<file path="src/rtl/sxb_pkg.sv">
package sxb_pkg;

  typedef enum logic [1:0] {
    ST_IDLE,
    ST_SEND,
    ST_RECV,
    ST_DONE
  } link_st_t;

  localparam logic [2:0] OFF_PASS_LO = 3'd0;
  localparam logic [2:0] OFF_PASS_HI = 3'd1;
  localparam logic [2:0] OFF_CARD_LO = 3'd2;
  localparam logic [2:0] OFF_CARD_HI = 3'd3;
  localparam logic [2:0] OFF_ENABLE  = 3'd4;

  // Interleave nibbles of the two 48-bit keys into the 32-bit mask.
  function automatic logic [31:0] build_mask(input logic [47:0] pk,
                                             input logic [47:0] ck);
    return {pk[47:44], ck[47:44], pk[43:40], ck[43:40],
            pk[7:4],   ck[7:4],   pk[3:0],   ck[3:0]};
  endfunction

endpackage

</file>
<file path="src/rtl/sxb_key_regs.sv">
module sxb_key_regs
  import sxb_pkg::*;
#(
  parameter int DATA_W = 32,
  parameter int KEY_W  = 48,
  parameter int CFG_AW = 3
) (
  input  logic              clk,
  input  logic              rst,
  input  logic [CFG_AW-1:0] cfg_addr,
  input  logic              cfg_read,
  input  logic              cfg_write,
  input  logic [DATA_W-1:0] cfg_wdata,
  output logic [DATA_W-1:0] cfg_rdata,
  output logic [DATA_W-1:0] mask_o
);
  localparam int HI_W = KEY_W - DATA_W;

  logic [KEY_W-1:0] pass_q;
  logic [KEY_W-1:0] card_q;
  logic             en_q;

  // Write side of the configuration port.
  always_ff @(posedge clk) begin
    if (rst) begin
      pass_q <= '0;
      card_q <= '0;
      en_q   <= 1'b0;
    end else if (cfg_write) begin
      case (3'(cfg_addr))
        OFF_PASS_LO: pass_q[DATA_W-1:0]     <= cfg_wdata;
        OFF_PASS_HI: pass_q[KEY_W-1:DATA_W] <= cfg_wdata[HI_W-1:0];
        OFF_CARD_LO: card_q[DATA_W-1:0]     <= cfg_wdata;
        OFF_CARD_HI: card_q[KEY_W-1:DATA_W] <= cfg_wdata[HI_W-1:0];
        OFF_ENABLE:  en_q                   <= cfg_wdata[0];
        default: ;
      endcase
    end
  end

  // Read side: registered, one cycle after the strobe.
  always_ff @(posedge clk) begin
    if (rst) begin
      cfg_rdata <= '0;
    end else if (cfg_read) begin
      case (3'(cfg_addr))
        OFF_PASS_LO: cfg_rdata <= pass_q[DATA_W-1:0];
        OFF_PASS_HI: cfg_rdata <= {{(DATA_W-HI_W){1'b0}}, pass_q[KEY_W-1:DATA_W]};
        OFF_CARD_LO: cfg_rdata <= card_q[DATA_W-1:0];
        OFF_CARD_HI: cfg_rdata <= {{(DATA_W-HI_W){1'b0}}, card_q[KEY_W-1:DATA_W]};
        OFF_ENABLE:  cfg_rdata <= {{(DATA_W-1){1'b0}}, en_q};
        default:     cfg_rdata <= '0;
      endcase
    end
  end

  assign mask_o = en_q ? build_mask(pass_q, card_q) : '0;

endmodule

</file>
<file path="src/rtl/sxb_link_engine.sv">
module sxb_link_engine
  import sxb_pkg::*;
#(
  parameter int ADDR_W = 24,
  parameter int DATA_W = 32,
  parameter int BEAT_W = 8
) (
  input  logic              clk,
  input  logic              rst,
  input  logic [ADDR_W-1:0] up_addr,
  input  logic              up_read,
  input  logic              up_write,
  input  logic [DATA_W-1:0] up_wdata,
  output logic [DATA_W-1:0] up_rdata,
  output logic              up_waitreq,
  input  logic [DATA_W-1:0] mask_i,
  output logic [ADDR_W-1:0] lk_addr,
  output logic              lk_is_write,
  output logic              lk_active,
  output logic [BEAT_W-1:0] lk_tx_data,
  output logic              lk_tx_valid,
  input  logic              lk_tx_ack,
  input  logic [BEAT_W-1:0] lk_rx_data,
  input  logic              lk_rx_valid
);
  localparam int BEATS = DATA_W / BEAT_W;
  localparam int CNT_W = (BEATS > 1) ? $clog2(BEATS) : 1;
  localparam logic [CNT_W-1:0] LAST = CNT_W'(BEATS - 1);

  link_st_t          st_q;
  logic [CNT_W-1:0]  cnt_q;
  logic [DATA_W-1:0] sh_q;
  logic [DATA_W-1:0] mask_q;
  logic [ADDR_W-1:0] addr_q;
  logic              wr_q;
  logic [DATA_W-1:0] rdata_q;
  logic [DATA_W-1:0] rx_word;

  // Shift register with the incoming byte entering at the top.
  assign rx_word = {lk_rx_data, sh_q[DATA_W-1:BEAT_W]};

  always_ff @(posedge clk) begin
    if (rst) begin
      st_q    <= ST_IDLE;
      cnt_q   <= '0;
      sh_q    <= '0;
      mask_q  <= '0;
      addr_q  <= '0;
      wr_q    <= 1'b0;
      rdata_q <= '0;
    end else begin
      case (st_q)
        ST_IDLE: begin
          cnt_q <= '0;
          if (up_write) begin
            sh_q   <= up_wdata ^ mask_i;
            mask_q <= mask_i;
            addr_q <= up_addr;
            wr_q   <= 1'b1;
            st_q   <= ST_SEND;
          end else if (up_read) begin
            mask_q <= mask_i;
            addr_q <= up_addr;
            wr_q   <= 1'b0;
            st_q   <= ST_RECV;
          end
        end
        ST_SEND: begin
          if (lk_tx_ack) begin
            sh_q  <= sh_q >> BEAT_W;
            cnt_q <= cnt_q + 1'b1;
            if (cnt_q == LAST) st_q <= ST_DONE;
          end
        end
        ST_RECV: begin
          if (lk_rx_valid) begin
            sh_q  <= rx_word;
            cnt_q <= cnt_q + 1'b1;
            if (cnt_q == LAST) begin
              rdata_q <= rx_word ^ mask_q;
              st_q    <= ST_DONE;
            end
          end
        end
        default: st_q <= ST_IDLE;
      endcase
    end
  end

  assign up_waitreq  = (st_q != ST_DONE);
  assign up_rdata    = rdata_q;
  assign lk_active   = (st_q == ST_SEND) || (st_q == ST_RECV);
  assign lk_tx_valid = (st_q == ST_SEND);
  assign lk_tx_data  = sh_q[BEAT_W-1:0];
  assign lk_addr     = addr_q;
  assign lk_is_write = wr_q;

endmodule

</file>
<file path="src/rtl/ser_xor_bridge.sv">
module ser_xor_bridge #(
  parameter int ADDR_W = 24,
  parameter int DATA_W = 32,
  parameter int BEAT_W = 8,
  parameter int KEY_W  = 48,
  parameter int CFG_AW = 3
) (
  input  logic              clk,
  input  logic              rst,
  input  logic [ADDR_W-1:0] up_addr,
  input  logic              up_read,
  input  logic              up_write,
  input  logic [DATA_W-1:0] up_wdata,
  output logic [DATA_W-1:0] up_rdata,
  output logic              up_waitreq,
  input  logic [CFG_AW-1:0] cfg_addr,
  input  logic              cfg_read,
  input  logic              cfg_write,
  input  logic [DATA_W-1:0] cfg_wdata,
  output logic [DATA_W-1:0] cfg_rdata,
  output logic [ADDR_W-1:0] lk_addr,
  output logic              lk_is_write,
  output logic              lk_active,
  output logic [BEAT_W-1:0] lk_tx_data,
  output logic              lk_tx_valid,
  input  logic              lk_tx_ack,
  input  logic [BEAT_W-1:0] lk_rx_data,
  input  logic              lk_rx_valid
);
  logic [DATA_W-1:0] mask_w;

  sxb_key_regs #(
    .DATA_W(DATA_W),
    .KEY_W (KEY_W),
    .CFG_AW(CFG_AW)
  ) keys_i (
    .clk      (clk),
    .rst      (rst),
    .cfg_addr (cfg_addr),
    .cfg_read (cfg_read),
    .cfg_write(cfg_write),
    .cfg_wdata(cfg_wdata),
    .cfg_rdata(cfg_rdata),
    .mask_o   (mask_w)
  );

  sxb_link_engine #(
    .ADDR_W(ADDR_W),
    .DATA_W(DATA_W),
    .BEAT_W(BEAT_W)
  ) eng_i (
    .clk        (clk),
    .rst        (rst),
    .up_addr    (up_addr),
    .up_read    (up_read),
    .up_write   (up_write),
    .up_wdata   (up_wdata),
    .up_rdata   (up_rdata),
    .up_waitreq (up_waitreq),
    .mask_i     (mask_w),
    .lk_addr    (lk_addr),
    .lk_is_write(lk_is_write),
    .lk_active  (lk_active),
    .lk_tx_data (lk_tx_data),
    .lk_tx_valid(lk_tx_valid),
    .lk_tx_ack  (lk_tx_ack),
    .lk_rx_data (lk_rx_data),
    .lk_rx_valid(lk_rx_valid)
  );

endmodule

</file>
<file path="config.mk">
export PLATFORM = sky130hd
export DESIGN_NAME = ser_xor_bridge
export DESIGN_NICKNAME = d
export VERILOG_FILES = /design/src/rtl/sxb_pkg.sv /design/src/rtl/sxb_key_regs.sv /design/src/rtl/sxb_link_engine.sv /design/src/rtl/ser_xor_bridge.sv
export SDC_FILE = /design/constraint.sdc
export NUM_CORES = 1
export LEC_CHECK = 0
export BUFFER_PORTS_ARGS = -buffer_cell sky130_fd_sc_hd__buf_2
export CAP_MARGIN = 20
export CORE_UTILIZATION = 45
export DETAILED_ROUTE_END_ITERATION = 12
export MAX_ROUTING_LAYER = met4
export PLACE_DENSITY = 0.67
export SYNTH_ARGS = -nofsm -noshare
export SYNTH_HDL_FRONTEND = slang
export SYNTH_SLANG_ARGS = --single-unit
</file>
<file path="constraint.sdc">
create_clock -name clk -period 5 [get_ports clk]
set_input_delay 0.25 -clock clk [delete_from_list [all_inputs] [get_ports clk]]
set_output_delay 0.25 -clock clk [all_outputs]
set_load 0.01 [all_outputs]
</file>
# [After elaboration in Yosys (flattened, before gate mapping)]
# Index checks and enable logic that the tools add are counted.
[word_totals] inputBits=107 word_cells=64 regBits=254 out_inout_bits=100
[op_classes] n_eq_ne=12 n_addsub=1 n_reduce_logical=15 mux=21 bitwise_logic=2
[ops] operator="$mux 32" count=6
[ops] operator="$pmux 32 s5" count=1
[ops] operator="$pmux 32 s3" count=1
[ops] operator="$xor 32x32->32" count=2
[ops] operator="$mux 24" count=2
[ops] operator="$mux 2" count=7
[ops] operator="$pmux 2 s3" count=2
[ops] operator="$reduce_and 2->1" count=6
[ops] operator="$reduce_and 3->1" count=3
[ops] operator="$eq 3x2->1 const B" count=2
[ops] operator="$ne 2x2->1 const B" count=3
[ops] operator="$eq 2x2->1 const B" count=2
[ops] operator="$reduce_and 4->1" count=1
[ops] operator="$eq 3x1->1 const B" count=1
[ops] operator="$eq 3x3->1 const B" count=1
[ops] operator="$logic_not 3->1" count=1
[ops] operator="$ne 3x3->1 const B" count=1
[ops] operator="$reduce_bool 3->1" count=1
[ops] operator="$add 2x1->2 const B" count=1
[ops] operator="$eq 2x1->1 const B" count=1
[ops] operator="$logic_not 2->1" count=1
[ops] operator="$mux 1" count=2
[ops] operator="$ne 2x1->1 const B" count=1
[ops] operator="$reduce_bool 2->1" count=1
[ops] operator="$logic_or 1x1->1" count=1

# [Longest topological paths before layout]
[logic_depth] depth_word=4 ltp_mapped=8 depth_no_buf=5

# [Modules after synthesis]
# A second synthesis with hierarchy kept.
[hier_totals] cells_unflattened=1298 area_unflattened_um2=11023.1
[by_module_without_submodules] mod="sxb_link_engine" cells_each=641 instances=1 area_each_um2=5589.1 seq_area_each_um2=2502.4
[by_module_without_submodules] mod="sxb_key_regs" cells_each=657 instances=1 area_each_um2=5434.0 seq_area_each_um2=2582.5

# [Worst setup path after synthesis]
# OpenSTA, ideal clock, no wires.
[synth_path] kind="register to register" startpoint="reg eng_i.st_q[0]" endpoint="reg eng_i.sh_q[22]" slack_ns=3.230 path_buffers=2 required_ns=4.866 setup_ns=0.134 stages_incl_launch_ff=8 arrival_ns=1.636 synth_period_minus_slack_ns=1.770 cell_sequence="dfxtp_1 -> inv_1 -> ha_1 -> nor2b_1 -> buf_2 -> nor4_4 -> buf_2 -> a311oi_1"
[synth_via] elab_chain_cells=3 word_cells_on_any_way=9 cone_classes="eq/ne (5); mux (1); reduce/logical (3)"
[synth_lines] item="from (decl)" line="sxb_link_engine.sv:30" rtl="link_st_t st_q;"
[synth_lines] item="from (signal assigned)" line="sxb_link_engine.sv:44" rtl="st_q <= ST_IDLE;"
[synth_lines] item="from (signal assigned)" line="sxb_link_engine.sv:60" rtl="st_q <= ST_SEND;"
[synth_lines] item="from (signal assigned)" line="sxb_link_engine.sv:65" rtl="st_q <= ST_RECV;"
[synth_lines] item="$eq 2x2->1 (tied with other cells)" line="sxb_link_engine.sv:52" rtl="case (st_q)"
[synth_lines] item="$ne 2x2->1 (no source line) (tied with other cells)"
[synth_lines] item="$reduce_and 4->1 (no source line)"
[synth_lines] item="to (signal assigned)" line="sxb_link_engine.sv:56" rtl="sh_q <= up_wdata ^ mask_i;"
[synth_lines] item="to (signal assigned)" line="sxb_link_engine.sv:70" rtl="sh_q <= sh_q >> BEAT_W;"
[synth_lines] item="to (signal assigned)" line="sxb_link_engine.sv:77" rtl="sh_q <= rx_word;"
[synth_lines] item="to (decl)" line="sxb_link_engine.sv:32" rtl="logic [DATA_W-1:0] sh_q;"
# Parallel ways exist; a longest one is shown, timed or not.
# A chain may end at the register's enable or synchronous reset.

# [Worst setup path after layout]
[layout_path] startpoint="reg eng_i.st_q[0]" endpoint="reg eng_i.sh_q[25]"
# Same word-level chain as after synthesis.

==> summary.log <==
qor: global_routing.grt.overflow.total 0
qor: critical_path.critPathKind reg2reg
qor: floorplanning.chipWidth 159 um
qor: sta.rsz_0062_raised_after_global_routing no
qor: floorplanning.count_of_pins_on_the_block_boundary 207
qor: sta.fin_crit 2.64 ns
qor: finish.synthToLayoutAreaGrowth 22.7%
qor: route.num_vias 9949
qor: sta.final.setup_skew 0.0131 ns
qor: clocking.tritoncts.num_buffers 28
qor: sta.max_freq 0.378 GHz
qor: clocking.cts-htree-levels 1
qor: critical_path.cp-end-kind register
qor: finish.layout.cells.most_common sky130_fd_sc_hd__nand2_1
qor: place.weighted_congestion_reported_at_the_end_of_routability_driven_placement 0.837
qor: global_routing.antenna_found_initial 3
qor: place.placement.setup.worst_slack 2.44 ns
qor: floorplanning.chipHeight 159 um
qor: place.count_of_placed_standard_cells_including_taps 1725
qor: finish.post_layout_nonfiller_instances 1836
qor: critical_path.critical_path_peak_fanout 27
qor: clocking.cts.sinks 254
qor: power.share_comb_of_total_power 24.7%
qor: route.drc_markers 0
qor: place.placement.io_buffers 206
qor: power.ir_drop 281 uV
qor: sta.timing_max_transition_violations_final 0
qor: clocking.clk_transition_reported_paths 0.06 ns
qor: finish.most-common-layout-cells sky130_fd_sc_hd__nand2_1 (314), sky130_fd_sc_hd__dfxtp_1 (253), sky130_fd_sc_hd__buf_2 (205)
qor: critical_path.timing.critical_path.required 5.43 ns
qor: global_routing.grt_pass1_wl 49200 um
qor: critical_path.critical_path.startpoint_type register
qor: sta.worstMarginPinSlew 1.09 ns
qor: power.internal_power 0.00410 W
qor: logic_synthesis.synth.yosys.seq_area_share 45.9%
qor: sta.final.setup.tns 0 ns
qor: floorplanning.placementRows 57
qor: place.place_hpwl 20000 um
qor: logic_synthesis.post_synth_inst_count 1311
qor: logic_synthesis.yosys_register_bits 254
qor: logic_synthesis.post_synth_edffs 0
qor: logic_synthesis.synth_fp_nets 1424
qor: sta.fin_ws 2.36 ns
qor: clocking.clk-insertion-delay-late 0.54 ns
qor: critical_path.critPathArrivalTime 3.07 ns
qor: finish.drive_gt1_share 18.5%
qor: route.wl_per_cell 16.8 um
qor: logic_synthesis.average_footprint_of_a_synthesized_cell 8.45 um2
qor: logic_synthesis.synthDistinctLibCells 49
qor: floorplanning.start_util 45.7%
qor: logic_synthesis.async_reset_ff_share 0%
qor: power.power.leakage 5.28 nW
qor: route.wirelength 30900 um
qor: power.power.sequential.fraction 39.0%
qor: finish.layout.nets 1600
qor: run_status.run_status complete, no violations
qor: sta.maxSlewHeadroom 27.1%
qor: clocking.cts_root_buf sky130_fd_sc_hd__clkbuf_16
qor: job.drv_cap 0
qor: global_routing.grt_pass1_vias 8947
qor: global_routing.globalRouteTotalUtil 24.6%
qor: worst_hold_path.hold_path.class in2reg
qor: power.power.net_switching 0.00194 W
qor: sta.finalSetupViolCount 0
qor: route.ant_nets 0
qor: global_routing.largest_net_degree_at_the_start_of_global_routing 99
qor: floorplanning.placeableCoreArea 24200 um2
qor: logic_synthesis.post_synth_instance_area 11100 um2
qor: floorplanning.design.die.area 25300 um2
qor: route.vias_per_cell 5.42
qor: route.detail_route.iter0.violations 786
qor: logic_synthesis.yosys_most_used_dff sky130_fd_sc_hd__dfxtp_1
qor: power.cellPowerDensity 445 nW/um2
qor: sta.finalHoldViolCount 0
qor: sta.timing.final.crit_share 52.9%
qor: clocking.cts_post_setup_buffers_inserted 0
qor: logic_synthesis.synth_warnings 0
qor: clocking.ctsLongestPathBuffers 3
qor: clocking.tritoncts_clock_tree built
qor: power.clock_power_share 36.2%
qor: power.power_switching_share 32.1%
qor: route.firstDrtPassIters 5
## power groups by stage
stage               Combinational (W)  Clock (W)  Sequential (W)
finish                        0.00150    0.00219         0.00236
global route                  0.00165    0.00232         0.00238
CTS                           0.00149    0.00222         0.00236
detailed placement            0.00146          0         0.00240
global placement              0.00144          0         0.00240
floorplan                     0.00108          0         0.00237
## synth_stat cells (2+ instances only)
| cell type | n | area share, % |
|---|---|---|
| sky130_fd_sc_hd__dfxtp_1 | 254 | 46 |
| sky130_fd_sc_hd__a21oi_1 | 164 | 7.4 |
| sky130_fd_sc_hd__o31ai_1 | 2 | 0.14 |
| sky130_fd_sc_hd__nor4bb_1 | 3 | 0.27 |
| sky130_fd_sc_hd__nand3_1 | 32 | 1.4 |
| sky130_fd_sc_hd__nor2_1 | 37 | 1.3 |
| sky130_fd_sc_hd__nor2b_1 | 13 | 0.73 |
| sky130_fd_sc_hd__xnor2_1 | 32 | 2.5 |
| sky130_fd_sc_hd__ha_1 | 6 | 0.68 |
| sky130_fd_sc_hd__a21boi_0 | 32 | 2.2 |
| sky130_fd_sc_hd__o22ai_1 | 15 | 0.85 |
| sky130_fd_sc_hd__o41ai_1 | 16 | 1.3 |
| sky130_fd_sc_hd__a22o_1 | 15 | 1.2 |
| sky130_fd_sc_hd__buf_2 | 35 | 1.6 |
| sky130_fd_sc_hd__o21a_1 | 2 | 0.14 |
| sky130_fd_sc_hd__buf_4 | 13 | 0.88 |
| sky130_fd_sc_hd__clkbuf_1 | 53 | 1.8 |
| sky130_fd_sc_hd__nand4bb_1 | 2 | 0.20 |
| sky130_fd_sc_hd__o21ai_0 | 42 | 1.9 |
| sky130_fd_sc_hd__nand2_1 | 314 | 11 |
| sky130_fd_sc_hd__nor3_1 | 9 | 0.41 |
| sky130_fd_sc_hd__buf_6 | 6 | 0.61 |
| sky130_fd_sc_hd__and3b_1 | 33 | 2.6 |
| sky130_fd_sc_hd__nand2b_1 | 6 | 0.34 |
| sky130_fd_sc_hd__or2_2 | 2 | 0.11 |
| sky130_fd_sc_hd__mux2i_1 | 50 | 4.5 |
| sky130_fd_sc_hd__a311oi_1 | 25 | 2.0 |
| sky130_fd_sc_hd__a41oi_1 | 24 | 1.9 |
| sky130_fd_sc_hd__buf_1 | 20 | 0.68 |
| sky130_fd_sc_hd__inv_1 | 4 | 0.14 |
| sky130_fd_sc_hd__a211oi_1 | 32 | 2.2 |
## worst max-delay path, stage by stage, from the launching register on
cell and delay, ns:
sky130_fd_sc_hd__dfxtp_1 0.38, sky130_fd_sc_hd__inv_1 0.10, sky130_fd_sc_hd__ha_1 0.35, sky130_fd_sc_hd__nand2b_1 0.83
sky130_fd_sc_hd__nand4_2 0.40, sky130_fd_sc_hd__o41ai_1 0.46
## sequential cells by signal, indices dropped and copies added (netlist names)
register / flops
eng_i.lk_addr: 24
eng_i.lk_is_write: 1
keys_i.pass_q: 48
eng_i.cnt_q: 2
eng_i.up_rdata: 32
eng_i.mask_q: 32
eng_i.st_q: 2
keys_i.card_q: 48
keys_i.en_q: 1
keys_i.cfg_rdata: 32
eng_i.sh_q: 32
## metal layers
layer,vias up,GRT usage (%),share of wire (%)
met5,-,-,0
met4,0,6.86,2.5
met3,55,4.36,6.3
met2,317,36.9,46
met1,4623,33.7,46
li1,4954,-,-
## path summary, 6_finish.rpt
path                         from                   end  slack (ns)  cells past startpoint
max                 eng_i.st_q[0]        eng_i.sh_q[25]        2.36                      5
min                 lk_rx_data[0]    eng_i.up_rdata[24]        0.05                      3
max reg2reg         eng_i.st_q[0]        eng_i.sh_q[25]        2.36                      5
min reg2reg  keys_i.cfg_rdata[16]  keys_i.cfg_rdata[16]        0.45                      2
## cells by family (layout without fill, tap and decap cells)
kind of cell    Yosys count  after routing  share of synthesized area (%)
simple gates            462            462                           19.1
mux                      51             51                           4.62
xor+xnor                 32             32                           2.53
other cells               0              3                              0
buf+inv                 133            331                           5.76
compound gates          373            373                           21.4
flops                   254            254                           45.9
fa+ha+maj                 6              6                          0.678
## final cells by class
class                   count  area, um2
diodes                      3       7.51
clock buffers              40        827
clock inverters            12        163
fillers                  2247      10700
inverters                   5       18.8
multi-input cells         924       5390
flip-flops and latches    254       5090
well taps                 324        405
repair buffers            274       1690
## metrics by stage
step / util [%] / hold slack (ns) / cell area [um2] / total power, W
after floorplan: - / 0.386 / 11100 / 0.00345
final: 56.0 / 0.0484 / 13600 / 0.00604
after global placement: 49.6 / 0.434 / 12000 / 0.00384
after CTS: 56.0 / 0.0282 / 13600 / 0.00608
after detailed placement: 49.6 / 0.442 / 12000 / 0.00386
after global routing: 56.0 / 0.0565 / 13600 / 0.00635
## what timing repair did
action	CTS	global route
hold buffers	56	0
endpoints found under the hold margin	119	0
gates resized for setup	0	0
No activity file was read; power rests on OpenSTA's default activity.
